**src/rtl/pgf_pkg.sv**
```systemverilog
package pgf_pkg;

    localparam int unsigned NUM_SEL = 4;

    typedef struct packed {
        logic samp;
        logic out;
    } qual_state_t;

    function automatic int unsigned max_of4(input int unsigned a, input int unsigned b,
                                            input int unsigned c, input int unsigned d);
        int unsigned m;
        m = a;
        if (b > m) m = b;
        if (c > m) m = c;
        if (d > m) m = d;
        return m;
    endfunction

endpackage

```
**src/rtl/pgf_sync.sv**
```systemverilog
module pgf_sync #(
    parameter int unsigned STAGES = 2
) (
    input  logic clk_i,
    input  logic rst_ni,
    input  logic d_i,
    output logic q_o
);
    logic [STAGES-1:0] chain_d, chain_q;

    always_comb begin
        chain_d = {chain_q[STAGES-2:0], d_i};
    end

    always_ff @(posedge clk_i or negedge rst_ni) begin
        if (!rst_ni) chain_q <= '0;
        else         chain_q <= chain_d;
    end

    assign q_o = chain_q[STAGES-1];

endmodule

```
**src/rtl/pgf_prescaler.sv**
```systemverilog
module pgf_prescaler #(
    parameter int unsigned DIV0 = 400,
    parameter int unsigned DIV1 = 80,
    parameter int unsigned DIV2 = 40,
    parameter int unsigned DIV3 = 8
) (
    input  logic       clk_i,
    input  logic       rst_ni,
    input  logic [1:0] sel_i,
    output logic       tick_o
);
    import pgf_pkg::*;

    localparam int unsigned MAXDIV = max_of4(DIV0, DIV1, DIV2, DIV3);
    localparam int unsigned CNT_W  = (MAXDIV > 2) ? $clog2(MAXDIV) : 1;

    typedef struct packed {
        logic [CNT_W-1:0] cnt;
        logic             tick;
    } pre_state_t;

    pre_state_t       st_d, st_q;
    logic [CNT_W-1:0] lim;

    always_comb begin
        unique case (sel_i)
            2'd0:    lim = CNT_W'(DIV0 - 1);
            2'd1:    lim = CNT_W'(DIV1 - 1);
            2'd2:    lim = CNT_W'(DIV2 - 1);
            default: lim = CNT_W'(DIV3 - 1);
        endcase
        st_d = st_q;
        if (st_q.cnt >= lim) begin
            st_d.cnt  = '0;
            st_d.tick = 1'b1;
        end else begin
            st_d.cnt  = st_q.cnt + 1'b1;
            st_d.tick = 1'b0;
        end
    end

    always_ff @(posedge clk_i or negedge rst_ni) begin
        if (!rst_ni) st_q <= '0;
        else         st_q <= st_d;
    end

    assign tick_o = st_q.tick;

    AST_TICK_SPACED: assert property (@(posedge clk_i) disable iff (!rst_ni)
        tick_o |=> !tick_o);

endmodule

```
**src/rtl/pgf_qualifier.sv**
```systemverilog
module pgf_qualifier (
    input  logic clk_i,
    input  logic rst_ni,
    input  logic tick_i,
    input  logic lvl_i,
    output logic out_o
);
    import pgf_pkg::*;

    qual_state_t st_d, st_q;

    always_comb begin
        st_d = st_q;
        if (tick_i) begin
            st_d.samp = lvl_i;
            if ((lvl_i == st_q.samp) && (lvl_i != st_q.out)) begin
                st_d.out = lvl_i;
            end
        end
    end

    always_ff @(posedge clk_i or negedge rst_ni) begin
        if (!rst_ni) st_q <= '0;
        else         st_q <= st_d;
    end

    assign out_o = st_q.out;

    AST_CHANGE_ON_TICK: assert property (@(posedge clk_i) disable iff (!rst_ni)
        !$stable(out_o) |-> $past(tick_i));

    AST_TWO_SAMPLES_AGREE: assert property (@(posedge clk_i) disable iff (!rst_ni)
        !$stable(out_o) |-> ($past(lvl_i) == out_o) && ($past(st_q.samp) == out_o));

endmodule

```
**src/rtl/pulse_glitch_filter.sv**
```systemverilog
module pulse_glitch_filter #(
    parameter int unsigned DIV0        = 400,
    parameter int unsigned DIV1        = 80,
    parameter int unsigned DIV2        = 40,
    parameter int unsigned DIV3        = 8,
    parameter int unsigned SYNC_STAGES = 2
) (
    input  logic       clk_i,
    input  logic       rst_ni,
    input  logic [1:0] sel_i,
    input  logic       raw_i,
    output logic       filt_o
);
    logic sync_lvl;
    logic tick;

    pgf_sync #(.STAGES(SYNC_STAGES)) u_sync (
        .clk_i  (clk_i),
        .rst_ni (rst_ni),
        .d_i    (raw_i),
        .q_o    (sync_lvl)
    );

    pgf_prescaler #(.DIV0(DIV0), .DIV1(DIV1), .DIV2(DIV2), .DIV3(DIV3)) u_pre (
        .clk_i  (clk_i),
        .rst_ni (rst_ni),
        .sel_i  (sel_i),
        .tick_o (tick)
    );

    pgf_qualifier u_qual (
        .clk_i  (clk_i),
        .rst_ni (rst_ni),
        .tick_i (tick),
        .lvl_i  (sync_lvl),
        .out_o  (filt_o)
    );

    always @(posedge clk_i) begin
        if (!rst_ni) begin
            AST_RESET_LOW: assert (!filt_o);
        end
    end

endmodule

```
**config.mk**
```make
export PLATFORM = sky130hd
export DESIGN_NAME = pulse_glitch_filter
export DESIGN_NICKNAME = d
export VERILOG_FILES = /design/src/rtl/pgf_pkg.sv /design/src/rtl/pgf_sync.sv /design/src/rtl/pgf_prescaler.sv /design/src/rtl/pgf_qualifier.sv /design/src/rtl/pulse_glitch_filter.sv
export SDC_FILE = /design/constraint.sdc
export NUM_CORES = 1
export LEC_CHECK = 0
export CORE_ASPECT_RATIO = 0.9
export CORE_MARGIN = 4
export CORE_UTILIZATION = 47
export CTS_CLUSTER_DIAMETER = 30
export CTS_CLUSTER_SIZE = 10
export DETAILED_ROUTE_END_ITERATION = 10
export PLACE_DENSITY = 0.67
export SYNTH_ARGS = -nofsm -noshare
export SYNTH_HDL_FRONTEND = slang
export SYNTH_SLANG_ARGS = --single-unit
export TNS_END_PERCENT = 1
```
**constraint.sdc**
```tcl
create_clock -name clk_i -period 2 [get_ports clk_i]
set_input_delay 0.4 -clock clk_i [delete_from_list [all_inputs] [get_ports clk_i]]
set_output_delay 0.4 -clock clk_i [all_outputs]
set_load 0.1 [all_outputs]
```
==> metrics.csv, run 1 <==
metric,value,unit
status,completed,
power_density,1280,nW/um^2
fin_crit,1.92,ns
fill_cells,122,
avgRoutedWirePerCell,13.7,um
finalMaxSlewViolations,0,
final_common_cell,dfrtp_1,
regToRegSetupSlack,0.26,ns
cts_buffers,3,
nNetsFinal,90,
clkTransAtPathRegs,0.08,ns
grt_max_degree,15,
clk_latency,0.27,ns
io_pins,6,
start_util,50.2,%
cts_tree,yes,
cp_slowest_cell,clkdlybuf4s50_1,
slowest_delay,0.42,ns
drtIter0Drc,14,
p_seq_share,42.5,%
grt_pass1_vias,515,
track_usage,13.7,%
crit_type,input port to register,
ys_async_sr_fraction,100,%
cp.required,2.15,ns
slew-limit-headroom,58.0,%
intPower,0.000703,W
grt_overflow,0,
clock_sink_count,14,
maxCapViolCount,0,
synthDistinctLibCells,23,
finClkSkew,0.00314,ns
ant_nets,0,
ys.flop_type,dfrtp_1,
dieArea,2240,sq um
crit_fanout,10,
hold_viol,0,
ys_seq_area_share,48.2,%
critPathCaptureType,register,
via_count,535,
final_cell_mix,"dfrtp_1 (14), ha_1 (6), buf_4 (5)",
synthesis.area,727,sq um
gp_congestion,0.767,
drive_above_1_share,24.4,%
area_growth,21.7,%
portBuffers,5,
dr.pass1.iters,4,
clockBufferDepth,2,
syn_inst,64,
synth_warnings,0,
power_switching,0.000432,W
worst-slew-pin-transition,0.628,ns
die_w,49.5,um
num_rows,13,
rsz0062_at_grt,false,
comb_power_share,40.2,%
grt_pass1_wl,2300,um
syn_nets,75,
viasPerCell,5.75,
critPathArrivalTime,2.07,ns
drt_wl_total,1280,um
post_cts_buffers,0,
h-tree-depth,1,
synth_seq_cells,14,
synth_edf_count,0,
worstPathCellList,"clkdlybuf4s50_1, or2_2, ha_1, nand2_2, nor4_4, buf_6, nor3b_1",
finalSetupViolCount,0,
drc,0,
clock_power_share,17.3,%
multiInputGateArea,390,sq um
regArea,350,sq um
fmax,0.520,GHz
swShare,38.1,%
post-route-period-util,96.2,%
root_buffer,clkbuf_4,
max-vdd-ir-drop,558,uV
fin_tns_setup,0,ns
leakage,0.379,nW
antenna_found_initial,0,
die_h,45.3,um
hpwlAfterDp,959,um
fp.coreArea,1450,sq um
num_antenna_cells,0,
syn_area_per_cell,11.4,sq um
whs,0.351,ns
min_path_type,register to register,
cp-start-kind,input port,
-- sequential cells by signal, summed over array words and instances (netlist names) --
register        flops
u_sync.chain_q      2
u_pre.tick_o        1
u_pre.st_q          9
u_qual.st_q         1
u_qual.out_o        1
-- synth_stat cells, types with 2 or more instances --
cell type  number  share of area, %
a211oi_1        4               4.1
nand2b_1        3               2.6
o21ai_0         4               2.8
dfrtp_1        14                48
ha_1            6                10
xor2_1          2               2.4
nand2_1         4               2.1
a21oi_1         4               2.8
nor3_1          4               2.8
nand3_1         3               2.1
or3_1           4               3.4
-- worst max-delay path, delay by kind of cell --
family | cells | cell delay [ns]
buf+inv | 2 | 0.60
simple gates | 4 | 0.77
fa+ha+maj | 1 | 0.31
-- what timing repair did --
action,CTS,global route
endpoints found under the hold margin,0,0
setup endpoints to repair,10,10
resized for setup,1,3
hold buffers,0,0
gates cloned,0,0
-- logic make-up (layout without fill, tap and decap cells) --
logic type               Yosys count  after routing  synth area share [%]
AND/OR/NAND/NOR                   25             25                  22.2
AO/OA/AOI/OAI                     15             15                  14.1
flip-flops                        14             14                  48.2
adder cells (fa/ha/maj)            6              6                  10.3
XOR/XNOR                           3              3                  3.62
multiplexers                       1              1                  1.55
buffers and inverters              0             14                     0
-- layout make-up --
class,instances,area share [%]
Sequential cell,14,39.6
Timing Repair Buffer,10,10.0
Clock buffer,4,4.10
Tap cell,15,2.12
Multi-Input combinational cell,50,44.1
-- layer usage --
metal | share of wire (%) | vias to the layer above | wire [um] | global-route usage [%]
met5 | 0 | - | 0 | 0
met2 | 45 | 5 | 569 | 22.2
met1 | 52 | 258 | 668 | 18.4
li1 | - | 272 | - | -
met3 | 2.9 | 0 | 37 | 5.94
met4 | 0 | 0 | 0 | 0
-- final timing paths --
check / from / to / cells after the start
min: u_sync.chain_q[0] / u_sync.chain_q[1] / 0
max reg2reg: u_pre.st_q[1] / u_pre.tick_o / 6
min reg2reg: u_sync.chain_q[0] / u_sync.chain_q[1] / 0
min in group asynchronous: rst_ni / u_pre.st_q[6] / 1
max in group asynchronous: rst_ni / u_pre.st_q[3] / 1
max: sel_i[0] / u_pre.st_q[2] / 7
-- power groups by stage --
stage                     logic, W  registers (W)  clock network [W]
after floorplan           0.000279       0.000491                  0
after global placement    0.000427       0.000481                  0
after global routing      0.000510       0.000497           0.000222
after CTS                 0.000444       0.000478           0.000207
final                     0.000456       0.000482           0.000197
after detailed placement  0.000441       0.000484                  0
-- through the flow --
| step | cells | worst slack, ns | power (W) | area (sq um) | utilization [%] |
|---|---|---|---|---|---|
| floorplan | 64 | 0.216 | 0.000770 | 727 | - |
| global placement | 89 | -0.369 | 0.000909 | 831 | 57.4 |
| detailed placement | 89 | -0.448 | 0.000925 | 831 | 57.4 |
| CTS | 93 | 0.0558 | 0.00113 | 871 | 60.2 |
| global route | 93 | 0.00555 | 0.00123 | 885 | 61.1 |
| finish | 93 | 0.0763 | 0.00113 | 885 | 61.1 |
Note: power is estimated with default switching activity, not from simulation.
==> run 2: changes to the inputs <==
--- a/config.mk
+++ b/config.mk
@@ -5,13 +5,16 @@
 export SDC_FILE = /design/constraint.sdc
 export NUM_CORES = 1
 export LEC_CHECK = 0
+export ABC_AREA = 1
 export CORE_ASPECT_RATIO = 0.9
 export CORE_MARGIN = 4
 export CORE_UTILIZATION = 47
 export CTS_CLUSTER_DIAMETER = 30
 export CTS_CLUSTER_SIZE = 10
 export DETAILED_ROUTE_END_ITERATION = 10
-export PLACE_DENSITY = 0.67
+export PLACE_DENSITY = 0.66
+export REMOVE_ABC_BUFFERS = 1
+export SETUP_SLACK_MARGIN = 0.05
 export SYNTH_ARGS = -nofsm -noshare
 export SYNTH_HDL_FRONTEND = slang
 export SYNTH_SLANG_ARGS = --single-unit
==> run 2 against run 1 <==
- maximum frequency increased by 12%
- count of clock-buffer cells in the layout unchanged
- cell area increased by 2.7%
- critical path depth increased by 2
- clock skew increased by 0.0018 ns
- power decreased by 8.3%
- sequential power decreased by 9.5%
- critical path type unchanged
==> metrics.csv, run 2 <==
metric,value,unit,change
status,completed,,unchanged
reg_top3,"u_pre.st_q: 9 flops, u_sync.chain_q: 2 flops",,unchanged
ys_seq_area_share,44.0,%,was 48.2%
start_util,52.1,%,was 50.2%
hpwlAfterDp,1120,um,was 959 um
finClkSkew,0.00493,ns,was 0.00314 ns
synth_area_leaders,"dfrtp_1 (44%), nand2_1 (15%), inv_1 (9.9%)",,"was dfrtp_1 (48%), ha_1 (10%), a211oi_1 (4.1%)"
fin_crit,1.71,ns,was 1.92 ns
crit_type,input port to register,,unchanged
gp_congestion,0.811,,was 0.767
met1_usage,17.8,%,was 18.4%
synthTopCellsByCount,"nand2_1 (32), inv_1 (21), dfrtp_1 (14), nor2_1 (14), ha_1 (6)",,"was dfrtp_1 (14), ha_1 (6)"
num_rows,13,,unchanged
track_usage,13.9,%,was 13.7%
die_h,47.1,um,was 45.3 um
via_count,636,,was 535
dieArea,2420,sq um,was 2240 sq um
post_cts_buffers,0,,unchanged
root_buffer,clkbuf_4,,unchanged
grt_pass1_wl,2410,um,was 2300 um
finalSetupViolCount,0,,unchanged
cp-start-kind,input port,,unchanged
maxCapViolCount,0,,unchanged
io_pins,6,,unchanged
area_growth,14.0,%,was 21.7%
fp.coreArea,1530,sq um,was 1450 sq um
synth_seq_cells,14,,unchanged
grt_pass1_vias,590,,was 515
synth_warnings,0,,unchanged
fill_cells,155,,was 122
largest_reg_flops,9,,unchanged
worstPathCellList,"clkdlybuf4s50_1, inv_1, nand2_1, ha_1, nand2_1, inv_1, a21oi_1, nand2_2, nor2_1",,"was clkdlybuf4s50_1, or2_2, ha_1, nand2_2, nor4_4, buf_6, nor3b_1"
worst-slew-pin-transition,0.580,ns,was 0.628 ns
critPathTopFamily,buffers and inverters,,was simple AND/OR/NAND/NOR gates
clockBufferDepth,2,,unchanged
yosysTopAreaCellShare,44.0,%,was 48.2%
slew-limit-headroom,61.2,%,was 58.0%
yosysTopAreaCell,dfrtp_1,,unchanged
finalMaxSlewViolations,0,,unchanged
stdcell_area,908,sq um,was 885 sq um
min_path_type,register to register,,unchanged
slowest_delay,0.45,ns,was 0.42 ns
ys_async_sr_fraction,100,%,unchanged
synth_most_common_cell,nand2_1,,was dfrtp_1
grt_max_degree,15,,unchanged
num_antenna_cells,0,,unchanged
avgRoutedWirePerCell,9.73,um,was 13.7 um
post-route-period-util,85.6,%,was 96.2%
cts_tree,yes,,unchanged
leakage,0.505,nW,was 0.379 nW
cts_hold_buffers,0,,unchanged
cp.buffers_inverters,3,,was 2
die_w,51.4,um,was 49.5 um
cts_resized,0,,was 1
synthesis.area,797,sq um,was 727 sq um
synthDistinctLibCells,16,,was 23
placedInstanceArea,872,sq um,was 831 sq um
clk_latency,0.27,ns,about the same
hold_viol,0,,unchanged
syn_inst,105,,was 64
post-route-util,59.4,%,was 61.1%
cp.required,2.20,ns,was 2.15 ns
busiest_layer,met2,,unchanged
power_density,1150,nW/um^2,was 1280 nW/um^2
final_common_cell,nand2_1,,was dfrtp_1
use_met3,4.76,%,was 5.94%
critPathArrivalTime,1.91,ns,was 2.07 ns
drt_wl_total,1320,um,was 1280 um
drive_above_1_share,6.14,%,was 24.4%
clock_sink_count,14,,unchanged
portBuffers,5,,unchanged
cp_slowest_cell,clkdlybuf4s50_1,,unchanged
max-vdd-ir-drop,767,uV,was 558 uV
clkTransAtPathRegs,0.07,ns,was 0.08 ns
final_cell_mix,"nand2_1 (32), inv_1 (21), nor2_1 (14), dfrtp_1 (14), ha_1 (6)",,"was dfrtp_1 (14), ha_1 (6), buf_4 (5)"
drtIter0Drc,4,,was 14
viasPerCell,4.68,,was 5.75
dr.pass1.iters,4,,unchanged
rsz0062_at_grt,false,,unchanged
syn_area_per_cell,7.59,sq um,was 11.4 sq um
h-tree-depth,1,,unchanged
antenna_found_initial,0,,unchanged
ys.flop_type,dfrtp_1,,unchanged
gr-usage-met2,23.1,%,was 22.2%
synth_edf_count,0,,unchanged
nNetsFinal,126,,was 90
fmax,0.584,GHz,was 0.520 GHz
grt_overflow,0,,unchanged
largest-register,u_pre.st_q,,unchanged
critPathCaptureType,register,,unchanged
ant_nets,0,,unchanged
cts_buffers,3,,unchanged
crit_fanout,9,,was 10
drc,0,,unchanged
==> run 2: cell count changes after synthesis, moves of 3 or more <==
cell / change
a211oi_1: -4
nor2_1: +13
or3_1: -4
nor3_1: -4
nand2b_1: -3
nand2_1: +28
inv_1: +21
a21oi_1: -3
nand4_1: +3
==> run 2: cells by family (layout without fill, tap and decap cells) <==
logic type               Yosys count  in the layout  synth area share (%)
buffers and inverters             21             30                  9.89
flip-flops                        14             14                  44.0
AND/OR/NAND/NOR                   55             55                  28.7
AO/OA/AOI/OAI                      6              6                  4.71
adder cells (fa/ha/maj)            6              6                  9.42
XOR/XNOR                           3              3                  3.30
==> run 2: where the power goes <==
group,total (W),internal (W),switching [W]
combinational,0.000409,0.000140,0.000269
clock,0.000195,0.000111,0.0000843
sequential,0.000436,0.000367,0.0000693
==> run 2: metrics by stage <==
| step | hold WS (ns) | power, W | TNS, ns | std cells | setup WS, ns |
|---|---|---|---|---|---|
| floorplan | 0.104 | 0.000754 | 0 | 105 | 0.619 |
| global placement | 0.336 | 0.000847 | 0 | 132 | 0.0536 |
| detailed placement | 0.339 | 0.000857 | -0.0226 | 132 | -0.0180 |
| CTS | 0.357 | 0.00105 | 0 | 136 | 0.264 |
| global route | 0.372 | 0.00114 | 0 | 136 | 0.0721 |
| finish | 0.354 | 0.00104 | 0 | 136 | 0.288 |
==> run 2: area by class of cell <==
class | count | area, sq um | share of cell area, %
clock buffer | 4 | 36.3 | 3.99
sequential | 14 | 350 | 38.6
timing repair buffer | 5 | 47.5 | 5.23
multi-input combinational | 70 | 368 | 40.5
tap | 22 | 27.5 | 3.03
inverter | 21 | 78.8 | 8.68
==> run 2: worst paths after layout <==
path	start	endpoint	slack [ns]	cells after the start
min in group asynchronous	rst_ni	u_pre.st_q[2]	0.49	1
setup / recovery	sel_i[1]	u_pre.st_q[7]	0.29	9
setup reg to reg	u_pre.st_q[7]	u_pre.st_q[7]	0.56	6
hold reg to reg	u_sync.chain_q[0]	u_sync.chain_q[1]	0.35	0
hold / removal	u_sync.chain_q[0]	u_sync.chain_q[1]	0.35	0
max in group asynchronous	rst_ni	u_pre.st_q[6]	1.13	1
==> run 2: worst reg2reg max path, delay by kind of cell (launching register included) <==
family / cells / cell delay, ns
AO/OA/AOI/OAI: 1 / 0.19
flip-flops: 1 / 0.44
adder cells (fa/ha/maj): 1 / 0.33
AND/OR/NAND/NOR: 4 / 0.41
==> run 2: metal layers <==
metal  vias up  share of wire [%]
li1        336                  -
met1       287                 49
met2         9                 45
met3         4                4.2
met4         0                1.4
met5         -                  0
